`src/rtl/vtg_pkg.sv`:
```
package vtg_pkg;

    typedef enum logic [1:0] {
        SEG_SYNC,
        SEG_BACK,
        SEG_ACTIVE,
        SEG_FRONT
    } seg_e;

    typedef enum logic {
        RUN_IDLE,
        RUN_SCAN
    } run_e;

    localparam int unsigned ADDR_W = 4;

    localparam logic [ADDR_W-1:0] A_CTRL   = 4'd0;
    localparam logic [ADDR_W-1:0] A_HSYNC  = 4'd1;
    localparam logic [ADDR_W-1:0] A_HBACK  = 4'd2;
    localparam logic [ADDR_W-1:0] A_HFRONT = 4'd3;
    localparam logic [ADDR_W-1:0] A_VSYNC  = 4'd4;
    localparam logic [ADDR_W-1:0] A_VBACK  = 4'd5;
    localparam logic [ADDR_W-1:0] A_VFRONT = 4'd6;
    localparam logic [ADDR_W-1:0] A_SIZE   = 4'd7;
    localparam logic [ADDR_W-1:0] A_DIV    = 4'd8;
    localparam logic [ADDR_W-1:0] A_THR    = 4'd9;
    localparam logic [ADDR_W-1:0] A_STATUS = 4'd10;

    localparam int unsigned SIZE_H_LSB = 16;

endpackage

```
`src/rtl/vtg_regs.sv`:
```
module vtg_regs
    import vtg_pkg::*;
#(
    parameter int unsigned CW   = 12,
    parameter int unsigned PW   = 14,
    parameter int unsigned DIVW = 8,
    parameter int unsigned DW   = 32
) (
    input  logic              clk,
    input  logic              rst_n,
    input  logic              we,
    input  logic [ADDR_W-1:0] addr,
    input  logic [DW-1:0]     wdata,
    input  logic              frame_evt,
    output logic              video_en,
    output logic              irq_en,
    output logic              src_vsync,
    output logic [CW-1:0]     hs_m1,
    output logic [CW-1:0]     hb_m1,
    output logic [CW-1:0]     ha_m1,
    output logic [CW-1:0]     hf_m1,
    output logic [CW-1:0]     vs_m1,
    output logic [CW-1:0]     vb_m1,
    output logic [CW-1:0]     va_m1,
    output logic [CW-1:0]     vf_m1,
    output logic [DIVW-1:0]   div_m1,
    output logic [PW-1:0]     line_thr,
    output logic              status
);

    logic unused_wdata_bits;
    assign unused_wdata_bits = ^wdata;

    logic clr_hit;
    assign clr_hit = we && (addr == A_STATUS) && wdata[0];

    always_ff @(posedge clk or negedge rst_n) begin
        if (!rst_n) begin
            video_en  <= 1'b0;
            irq_en    <= 1'b0;
            src_vsync <= 1'b0;
            hs_m1     <= '0;
            hb_m1     <= '0;
            ha_m1     <= '0;
            hf_m1     <= '0;
            vs_m1     <= '0;
            vb_m1     <= '0;
            va_m1     <= '0;
            vf_m1     <= '0;
            div_m1    <= '0;
            line_thr  <= '0;
        end else if (we) begin
            case (addr)
                A_CTRL: begin
                    video_en  <= wdata[0];
                    irq_en    <= wdata[1];
                    src_vsync <= wdata[2];
                end
                A_HSYNC:  hs_m1    <= wdata[CW-1:0];
                A_HBACK:  hb_m1    <= wdata[CW-1:0];
                A_HFRONT: hf_m1    <= wdata[CW-1:0];
                A_VSYNC:  vs_m1    <= wdata[CW-1:0];
                A_VBACK:  vb_m1    <= wdata[CW-1:0];
                A_VFRONT: vf_m1    <= wdata[CW-1:0];
                A_SIZE: begin
                    ha_m1 <= wdata[CW-1:0];
                    va_m1 <= wdata[SIZE_H_LSB +: CW];
                end
                A_DIV:    div_m1   <= wdata[DIVW-1:0];
                A_THR:    line_thr <= wdata[PW-1:0];
                default: ;
            endcase
        end
    end

    // Event set has priority over a clear arriving on the same edge.
    always_ff @(posedge clk or negedge rst_n) begin
        if (!rst_n) begin
            status <= 1'b0;
        end else if (frame_evt && irq_en) begin
            status <= 1'b1;
        end else if (clr_hit) begin
            status <= 1'b0;
        end
    end

endmodule

```
`src/rtl/vtg_clkdiv.sv`:
```
module vtg_clkdiv #(
    parameter int unsigned DIVW = 8
) (
    input  logic            clk,
    input  logic            rst_n,
    input  logic            run,
    input  logic [DIVW-1:0] div_m1,
    output logic            pix_en
);

    // Largest divisor is 2**DIVW - 1; an all-ones field saturates there.
    localparam logic [DIVW-1:0] SAT_M1 = DIVW'((2 ** DIVW) - 2);

    logic [DIVW-1:0] lim_m1;
    logic [DIVW-1:0] cnt_q;

    assign lim_m1 = (&div_m1) ? SAT_M1 : div_m1;
    assign pix_en = run && (cnt_q >= lim_m1);

    always_ff @(posedge clk or negedge rst_n) begin
        if (!rst_n) begin
            cnt_q <= '0;
        end else if (!run || pix_en) begin
            cnt_q <= '0;
        end else begin
            cnt_q <= cnt_q + 1'b1;
        end
    end

endmodule

```
`src/rtl/vtg_axis.sv`:
```
module vtg_axis
    import vtg_pkg::*;
#(
    parameter int unsigned CW = 12,
    parameter int unsigned PW = 14
) (
    input  logic          clk,
    input  logic          rst_n,
    input  logic          run,
    input  logic          step,
    input  logic [CW-1:0] sync_m1,
    input  logic [CW-1:0] back_m1,
    input  logic [CW-1:0] act_m1,
    input  logic [CW-1:0] front_m1,
    output logic [PW-1:0] pos,
    output logic          in_sync,
    output logic          in_active,
    output logic          wrap
);

    seg_e          seg_q, seg_d;
    logic [CW-1:0] cnt_q, cnt_d;
    logic [PW-1:0] pos_q, pos_d;
    logic [CW-1:0] seg_len_m1;
    logic          last_in_seg;

    // State register
    always_ff @(posedge clk or negedge rst_n) begin
        if (!rst_n) begin
            seg_q <= SEG_SYNC;
            cnt_q <= '0;
            pos_q <= '0;
        end else begin
            seg_q <= seg_d;
            cnt_q <= cnt_d;
            pos_q <= pos_d;
        end
    end

    always_comb begin
        seg_len_m1 = sync_m1;
        unique case (seg_q)
            SEG_SYNC:   seg_len_m1 = sync_m1;
            SEG_BACK:   seg_len_m1 = back_m1;
            SEG_ACTIVE: seg_len_m1 = act_m1;
            SEG_FRONT:  seg_len_m1 = front_m1;
        endcase
    end

    assign last_in_seg = (cnt_q == seg_len_m1);
    assign wrap        = run && step && last_in_seg && (seg_q == SEG_FRONT);

    // Next-state logic
    always_comb begin
        seg_d = seg_q;
        cnt_d = cnt_q;
        pos_d = pos_q;
        if (!run) begin
            seg_d = SEG_SYNC;
            cnt_d = '0;
            pos_d = '0;
        end else if (step) begin
            if (last_in_seg) begin
                cnt_d = '0;
                pos_d = pos_q + 1'b1;
                unique case (seg_q)
                    SEG_SYNC:   seg_d = SEG_BACK;
                    SEG_BACK:   seg_d = SEG_ACTIVE;
                    SEG_ACTIVE: seg_d = SEG_FRONT;
                    SEG_FRONT: begin
                        seg_d = SEG_SYNC;
                        pos_d = '0;
                    end
                endcase
            end else begin
                cnt_d = cnt_q + 1'b1;
                pos_d = pos_q + 1'b1;
            end
        end
    end

    // Output logic
    always_comb begin
        in_sync   = 1'b0;
        in_active = 1'b0;
        unique case (seg_q)
            SEG_SYNC:   in_sync   = 1'b1;
            SEG_BACK:   ;
            SEG_ACTIVE: in_active = 1'b1;
            SEG_FRONT:  ;
        endcase
    end

    assign pos = pos_q;

endmodule

```
`src/rtl/vtg_top.sv`:
```
module vtg_top
    import vtg_pkg::*;
#(
    parameter int unsigned CW   = 12,
    parameter int unsigned DIVW = 8,
    parameter int unsigned DW   = 32,
    localparam int unsigned PW  = CW + 2
) (
    input  logic              clk,
    input  logic              rst_n,
    input  logic              bus_we,
    input  logic [ADDR_W-1:0] bus_addr,
    input  logic [DW-1:0]     bus_wdata,
    output logic              hsync,
    output logic              vsync,
    output logic              de,
    output logic [PW-1:0]     pix_cnt,
    output logic [PW-1:0]     line_cnt,
    output logic              line_match,
    output logic              irq
);

    logic            video_en, irq_en, src_vsync, status;
    logic [CW-1:0]   hs_m1, hb_m1, ha_m1, hf_m1;
    logic [CW-1:0]   vs_m1, vb_m1, va_m1, vf_m1;
    logic [DIVW-1:0] div_m1;
    logic [PW-1:0]   line_thr;
    logic            frame_evt;
    logic            pix_en;
    logic            run;
    logic [PW-1:0]   h_pos, v_pos;
    logic            h_sync, h_act, h_wrap;
    logic            v_sync, v_act, v_wrap;
    logic            vs_q, lm_q;
    run_e            run_q, run_d;

    vtg_regs #(.CW(CW), .PW(PW), .DIVW(DIVW), .DW(DW)) u_regs (
        .clk       (clk),
        .rst_n     (rst_n),
        .we        (bus_we),
        .addr      (bus_addr),
        .wdata     (bus_wdata),
        .frame_evt (frame_evt),
        .video_en  (video_en),
        .irq_en    (irq_en),
        .src_vsync (src_vsync),
        .hs_m1     (hs_m1),
        .hb_m1     (hb_m1),
        .ha_m1     (ha_m1),
        .hf_m1     (hf_m1),
        .vs_m1     (vs_m1),
        .vb_m1     (vb_m1),
        .va_m1     (va_m1),
        .vf_m1     (vf_m1),
        .div_m1    (div_m1),
        .line_thr  (line_thr),
        .status    (status)
    );

    // Run state register
    always_ff @(posedge clk or negedge rst_n) begin
        if (!rst_n) begin
            run_q <= RUN_IDLE;
        end else begin
            run_q <= run_d;
        end
    end

    always_comb begin
        run_d = run_q;
        unique case (run_q)
            RUN_IDLE: if (video_en)  run_d = RUN_SCAN;
            RUN_SCAN: if (!video_en) run_d = RUN_IDLE;
        endcase
    end

    always_comb begin
        run = 1'b0;
        unique case (run_q)
            RUN_IDLE: run = 1'b0;
            RUN_SCAN: run = 1'b1;
        endcase
    end

    vtg_clkdiv #(.DIVW(DIVW)) u_div (
        .clk    (clk),
        .rst_n  (rst_n),
        .run    (run),
        .div_m1 (div_m1),
        .pix_en (pix_en)
    );

    vtg_axis #(.CW(CW), .PW(PW)) u_hor (
        .clk       (clk),
        .rst_n     (rst_n),
        .run       (run),
        .step      (pix_en),
        .sync_m1   (hs_m1),
        .back_m1   (hb_m1),
        .act_m1    (ha_m1),
        .front_m1  (hf_m1),
        .pos       (h_pos),
        .in_sync   (h_sync),
        .in_active (h_act),
        .wrap      (h_wrap)
    );

    vtg_axis #(.CW(CW), .PW(PW)) u_ver (
        .clk       (clk),
        .rst_n     (rst_n),
        .run       (run),
        .step      (h_wrap),
        .sync_m1   (vs_m1),
        .back_m1   (vb_m1),
        .act_m1    (va_m1),
        .front_m1  (vf_m1),
        .pos       (v_pos),
        .in_sync   (v_sync),
        .in_active (v_act),
        .wrap      (v_wrap)
    );

    assign hsync      = run && h_sync;
    assign vsync      = run && v_sync;
    assign de         = run && h_act && v_act;
    assign pix_cnt    = run ? h_pos : '0;
    assign line_cnt   = run ? v_pos : '0;
    assign line_match = run && (v_pos == line_thr);
    assign irq        = status;

    // Edge detectors for the two interrupt sources
    always_ff @(posedge clk or negedge rst_n) begin
        if (!rst_n) begin
            vs_q <= 1'b0;
            lm_q <= 1'b0;
        end else begin
            vs_q <= vsync;
            lm_q <= line_match;
        end
    end

    assign frame_evt = src_vsync ? (vsync && !vs_q) : (line_match && !lm_q);

endmodule

```
`config.mk`:
```
export PLATFORM = sky130hd
export DESIGN_NAME = vtg_top
export DESIGN_NICKNAME = d
export VERILOG_FILES = /design/src/rtl/vtg_pkg.sv /design/src/rtl/vtg_regs.sv /design/src/rtl/vtg_clkdiv.sv /design/src/rtl/vtg_axis.sv /design/src/rtl/vtg_top.sv
export SDC_FILE = /design/constraint.sdc
export NUM_CORES = 1
export LEC_CHECK = 0
export ABC_AREA = 1
export BUFFER_PORTS_ARGS = -buffer_cell sky130_fd_sc_hd__clkbuf_2
export CAP_MARGIN = 20
export CORE_UTILIZATION = 57
export CTS_BUF_LIST = sky130_fd_sc_hd__clkbuf_8
export DETAILED_ROUTE_END_ITERATION = 12
export PLACE_DENSITY = 0.79
export SLEW_MARGIN = 20
export SYNTH_ARGS = -nofsm -noshare
export SYNTH_HDL_FRONTEND = slang
export SYNTH_SLANG_ARGS = --single-unit
```
`constraint.sdc`:
```
create_clock -name clk -period 2 [get_ports clk]
set_input_delay 0.2 -clock clk [delete_from_list [all_inputs] [get_ports clk]]
set_output_delay 0.2 -clock clk [all_outputs]
set_load 0.05 [all_outputs]
```
# Word-level counts from Yosys, hierarchy flattened
# Index checks and enable logic that the tools add are counted.
# Widths: inputs -> output; s select.
[totals]
register_bits = 189
latch_bits = 0
mem_bits_rw = 0
mem_bits_ro = 0
input_bits = 39
out_inout_bits = 33
word_cells = 126
memories = 0
[op_classes]
add_sub_neg = 5
mul = 0
div = 0
magnitude_cmp = 1
eq_ne = 23
shifts = 0
mux = 37
n_bitwise = 1
n_reduce_logical = 35
[op_table]
columns = ["op", "count"]
rows = [
  ["$mux 14", 10],
  ["$pmux 12 s4", 2],
  ["$mux 12", 6],
  ["$add 14x1->14 const B", 2],
  ["$add 12x1->12 const B", 2],
  ["$eq 12x12->1", 2],
  ["$reduce_and 2->1", 12],
  ["$eq 4x3->1 const B", 4],
  ["$mux 8", 2],
  ["$pmux 2 s4", 2],
  ["$eq 14x14->1", 1],
  ["$logic_and 1x1->1", 14],
  ["$eq 4x4->1 const B", 3],
  ["$mux 2", 6],
  ["$add 8x1->8 const B", 1],
  ["$eq 2x2->1 const B", 4],
  ["$eq 4x2->1 const B", 2],
  ["$ge 8x8->1", 1],
  ["$mux 1", 8],
  ["$ne 2x1->1 const B", 4],
  ["$reduce_and 8->1", 1],
  ["$eq 2x1->1 const B", 2],
  ["$eq 4x1->1 const B", 1],
  ["$logic_not 2->1", 2],
  ["6 further kinds", 8],
]

# Logic depth before layout (Yosys ltp)
[logic_depth]
depth_word = 9
depth_mapped = 18

# Modules after synthesis
# From an unflattened synthesis, not the netlist that was laid out.
[hier_totals]
hier_cells = 1507
area_unflattened_um2 = 10760.3
[by_module_without_submodules]
columns = ["mod", "instances", "cells_each", "area_per_inst_um2", "seq_area_each_um2"]
rows = [
  ["vtg_regs", 1, 565, 4957.3, 3052.9],
  ["vtg_axis", 2, 358, 2270.9, 700.7],
  ["vtg_top", 1, 150, 643.1, 75.1],
  ["vtg_clkdiv", 1, 76, 618.1, 200.2],
]

# Worst setup path before layout
# Ideal clock, no wire load.
[synth_path]
path_kind = "reg-to-reg"
startpoint = "reg u_hor.seg_q[0]"
endpoint = "reg u_ver.pos_q[12], in the netlist u_ver.pos[12]"
setup_time_ns = 0.118
arrival_ns = 1.988
t_required_ns = 1.882
slack_ns = -0.106
stages_incl_launch_ff = 18
n_path_buf = 2
period_less_slack_ns = 2.106
cell_sequence = "dfrtp_1 -> inv_1 -> ha_1 -> buf_6 -> nand2_1 -> nand3_1 -> nand2_1 -> nand3_1 -> nand2_1 -> nor2_1 -> nand2_1 -> nor2_4 -> nand4_4 -> nand2_4 -> inv_4 -> buf_8 -> nand2_1 -> nand2_1"
[synth_via]
elab_chain_cells = 6
[synth_rtl]
columns = ["element", "line_no", "text"]
rows = [
  ["start: declaration", "vtg_axis.sv:21", "seg_e seg_q, seg_d;"],
  ["start signal: assignment", "vtg_axis.sv:34", "seg_q <= seg_d;"],
  ["$eq 2x2->1, or another cell as far along", "vtg_axis.sv:42, vtg_axis.sv:51", ""],
  ["$pmux 12 s4", "vtg_axis.sv:42", "unique case (seg_q)"],
  ["$eq 12x12->1", "vtg_axis.sv:50", "assign last_in_seg = (cnt_q == seg_len_m1);"],
  ["$logic_and 1x1->1", "vtg_axis.sv:51", "assign wrap = run && step && last_in_seg && (seg_q == SEG_FRONT);"],
  ["$logic_and 1x1->1 *", "vtg_axis.sv:51", ""],
  ["$ne 2x1->1 (no source line) *", "n/a", ""],
  ["end signal: assignment", "vtg_axis.sv:36", "pos_q <= pos_d;"],
  ["end: declaration", "vtg_axis.sv:23", "logic [PW-1:0] pos_q, pos_d;"],
]
# Every way passes the cells marked *; elsewhere a longest branch is shown, timed or not.
# A chain may end at the register's enable or synchronous reset.

# Final worst setup path
[layout_path]
startpoint = "reg u_hor.seg_q[0]"
endpoint = "reg u_ver.cnt_q[6]"
[layout_via]
elab_chain_cells = 6
[layout_rtl]
columns = ["element", "line_no", "text"]
rows = [
  ["$eq 2x2->1, or another cell as far along", "vtg_axis.sv:42, vtg_axis.sv:51", ""],
  ["$pmux 12 s4", "vtg_axis.sv:42", ""],
  ["$eq 12x12->1", "vtg_axis.sv:50", ""],
  ["$logic_and 1x1->1", "vtg_axis.sv:51", ""],
  ["$logic_and 1x1->1 *", "vtg_axis.sv:51", ""],
  ["$ne 2x1->1 (no source line) *", "n/a", ""],
  ["end signal: assignment", "vtg_axis.sv:35", "cnt_q <= cnt_d;"],
  ["end: declaration", "vtg_axis.sv:22", "logic [CW-1:0] cnt_q, cnt_d;"],
]
# Marked as above.

==> flow_summary.toml <==
[clocking]
clock_sinks = 189
clk_latency_ns = 0.46
path_clk_slew_ns = 0.09
cts_buffers = 17
cts_htree_levels = 4
cts_buffer_depth = 2
cts-root-buf = "clkbuf_8"
cts_tree = "yes"

[detailed_routing]
dr_total_vias = 9402
ant_nets = 0
wl_per_cell_um = 15.5
via_per_inst = 5.54
first_iter_violations = 840
drc = 0
drtPass1Iterations = 5
finalWirelength_mm = 26.3

[timing]
fin_crit_sh_pct = 119
finalHoldViolations = 0
clock.fmax_ghz = 0.419
maxSlewViolCount = 0
worst_slack_ns = -0.389
holdWs_ns = 0.221
setup_viol = 58
relSlewSlack_pct = 57.0
fin_crit_ns = 2.39
worstMarginPinSlew_ns = 0.644
fin_worst_skew_ns = 0.0116
rsz0062_at_grt = "yes"

[setup_path]
cp_top_family = "simple AND/OR/NAND/NOR gates"
cp.required_ns = 2.34
crit_arrival_ns = 2.73
slowest_stage = "dfrtp_2"
path_buf_inv = 3
critPathCaptureType = "flop"
criticalPathCategory = "flop to flop"
path_cells = "buf_6 > ha_4 > buf_8 > nand2_1 > nand4_1 > nand2_1 > nand2_1 > nand2_1 > nand2_2 > nor2_4 > nand4_4 > nand2_8 > inv_6 > nand2_1 > nand2_1"
crit_path_start_kind = "flop"
worstPathMaxFanout = 16
worst_path_largest_cell_delay_ns = 0.46
critPathMostFrequentCell = "nand2_1"

[power]
ir_worst_vdd_mv = 0.568
power_uw = 11000
power_density_nw_per_um2 = 886
p_leak_uw = 0.00610

[place]
place_ws_ns = -0.252
port_buffers = 65
gp_congestion = 0.922
dp_hpwl_mm = 17.9

[yosys]
yosysWarnings = 0
synthCells = 1309
syn_avg_cell_area_um2 = 7.71
netlist_area_um2 = 10100
ys_seq_area_share_pct = 46.8
syn-num-nets = 1371
ys_ff_latch = 189
ys_types = 39

[final_layout]
insertedDiodeCount = 0
final_nets = 1520
utilization_pct = 71.5
n_fill_cell = 1307
syn_to_final_growth_pct = 22.6
drive_gt1_share_pct = 19.6

[outcome]
violations = "negative setup slack"
outcome = "finished, violations left"

[die]
die-width_um = 135
die-height_um = 135
core-area_um2 = 17300
rows = 48
die_area_um2 = 18200
start_util_pct = 58.4
ios = 72

[worst_hold_path]
min_path_type = "input port to flop"

[global_routing]
overflow = 0
grt_antenna_before_repair = 0
grt_start_max_net_pins = 57
track_usage_pct = 29.6
grt_first_pass_wirelength_mm = 42.0
grt_pass1_vias = 8531

[flow_run]
cap_violations = 0
-- stage by stage --
step / setup TNS (ns) / cells / area, um2
after detailed placement: -12.63 / 1625 / 11200
after global placement: -9.79 / 1625 / 11200
after CTS: -9.63 / 1690 / 12200
final: -14.98 / 1696 / 12400
after global routing: -22.15 / 1696 / 12400
after floorplan: -1.07 / 1309 / 10100
-- state kept, by name (all words and copies together) (netlist names), 12 cells and up --
name / cells
u_ver.cnt_q: 12
u_regs.vb_m1: 12
u_ver.pos: 14
u_regs.hb_m1: 12
u_hor.pos: 14
u_regs.vf_m1: 12
u_regs.hs_m1: 12
u_hor.cnt_q: 12
u_regs.hf_m1: 12
u_regs.ha_m1: 12
u_regs.vs_m1: 12
u_regs.line_thr: 14
u_regs.va_m1: 12
-- final cells by class --
class                           instances  area [um2]  share of cell area [%]
Tap cell                              225         282                    2.27
Clock inverter                         11         139                    1.12
Clock buffer                           21         289                    2.34
Inverter                              145         569                    4.60
Timing Repair Buffer                  176        1440                    11.6
Multi-Input combinational cell        929        4920                    39.8
Sequential cell                       189        4740                    38.3
-- cells in the mapped netlist (all sizes together) --
library cell / instances / area [um2]
a211oi: 1 / 7.51
a21oi: 56 / 280
a31o: 1 / 8.76
and3: 2 / 12.5
buf: 24 / 163
clkbuf: 23 / 86.3
clkinv: 3 / 11.3
dfrtp: 189 / 4730
ha: 23 / 288
inv: 142 / 536
mux2: 13 / 146
nand2: 409 / 1560
nand3: 100 / 510
nand3b: 7 / 52.6
nand4: 25 / 171
nor2: 112 / 443
nor3: 13 / 65.1
nor4: 5 / 31.3
o2111ai: 2 / 17.5
o211ai: 1 / 7.51
o21a: 1 / 7.51
o21ai: 93 / 465
o22ai: 14 / 87.6
or2: 11 / 68.8
xnor2: 6 / 52.6
xor2: 33 / 289
-- layer usage --
metal	vias up	global-route usage, %	share of wire [%]
li1	4501	-	-
met1	4436	42.2	45
met2	408	46.1	46
met3	55	3.98	7.0
met5	-	2.22	0.20
met4	2	10.8	2.5
-- worst reg2reg max path: stages, from the launching register on --
cell	delay (ns)
dfrtp_2	0.46
buf_6	0.13
ha_4	0.19
buf_8	0.15
nand2_1	0.07
nand4_1	0.14
nand2_1	0.11
nand2_1	0.05
nand2_1	0.07
nand2_2	0.08
nor2_4	0.17
nand4_4	0.20
nand2_8	0.17
inv_6	0.09
nand2_1	0.10
nand2_1	0.08
-- report_power, final --
group | internal, uW | leakage, uW | switching (uW)
combinational | 1430 | 0.00347 | 1980
sequential | 4420 | 0.00240 | 426
clock | 1370 | 0.000229 | 1350
total | 7220 | 0.00610 | 3750
-- cell families (layout without fill, tap and decap cells) --
group / after synthesis / after routing / synth area share [%]
simple gates: 684 / 685 / 28.9
flops: 189 / 189 / 46.8
buf+inv: 192 / 353 / 7.88
fa+ha+maj: 23 / 23 / 2.85
xor+xnor: 39 / 39 / 3.38
mux: 13 / 13 / 1.45
compound gates: 169 / 169 / 8.74
-- cells in the final DEF, fill, tap and decap left out, drive strengths merged --
cell and count:
a211oi 1, a21oi 56, a31o 1, and3 2
buf 91, bufinv 3, clkbuf 86, clkinv 6
dfrtp 189, dlygate4sd3 20, ha 23, inv 147
mux2 13, nand2 410, nand3 100, nand3b 7
nand4 25, nor2 112, nor3 13, nor4 5
o2111ai 2, o211ai 1, o21a 1, o21ai 93
o22ai 14, or2 11, xnor2 6, xor2 33
-- timing repair --
| action | in CTS | in global routing |
|---|---|---|
| hold buffers | 20 | 0 |
| hold endpoints to repair | 71 | 0 |
| resized for setup | 77 | 46 |
| endpoints found under the setup margin | 66 | 67 |
| buffers inserted | 12 | 6 |
| gates cloned | 2 | 1 |
| pin swaps | 24 | 13 |
-- worst paths after layout --
| check | slack (ns) | endpoint | cells past startpoint | from |
|---|---|---|---|---|
| max | -0.39 | u_ver.cnt_q[6]$_DFFE_PN0P_ | 15 | u_hor.seg_q[0]$_DFFE_PN0P_ |
| min | 0.22 | u_regs.vf_m1[2]$_DFFE_PN0P_ | 3 | bus_wdata[2] |
| max reg2reg | -0.39 | u_ver.cnt_q[6]$_DFFE_PN0P_ | 15 | u_hor.seg_q[0]$_DFFE_PN0P_ |
| min reg2reg | 0.40 | run_q$_DFF_PN0_ | 0 | u_regs.video_en$_DFFE_PN0P_ |
| max in group asynchronous | 1.07 | u_ver.pos[3]$_DFFE_PN0P_ | 3 | rst_n |
| min in group asynchronous | 0.26 | u_div.cnt_q[4]$_DFF_PN0_ | 2 | rst_n |
Note: power is estimated with default switching activity, not from simulation.
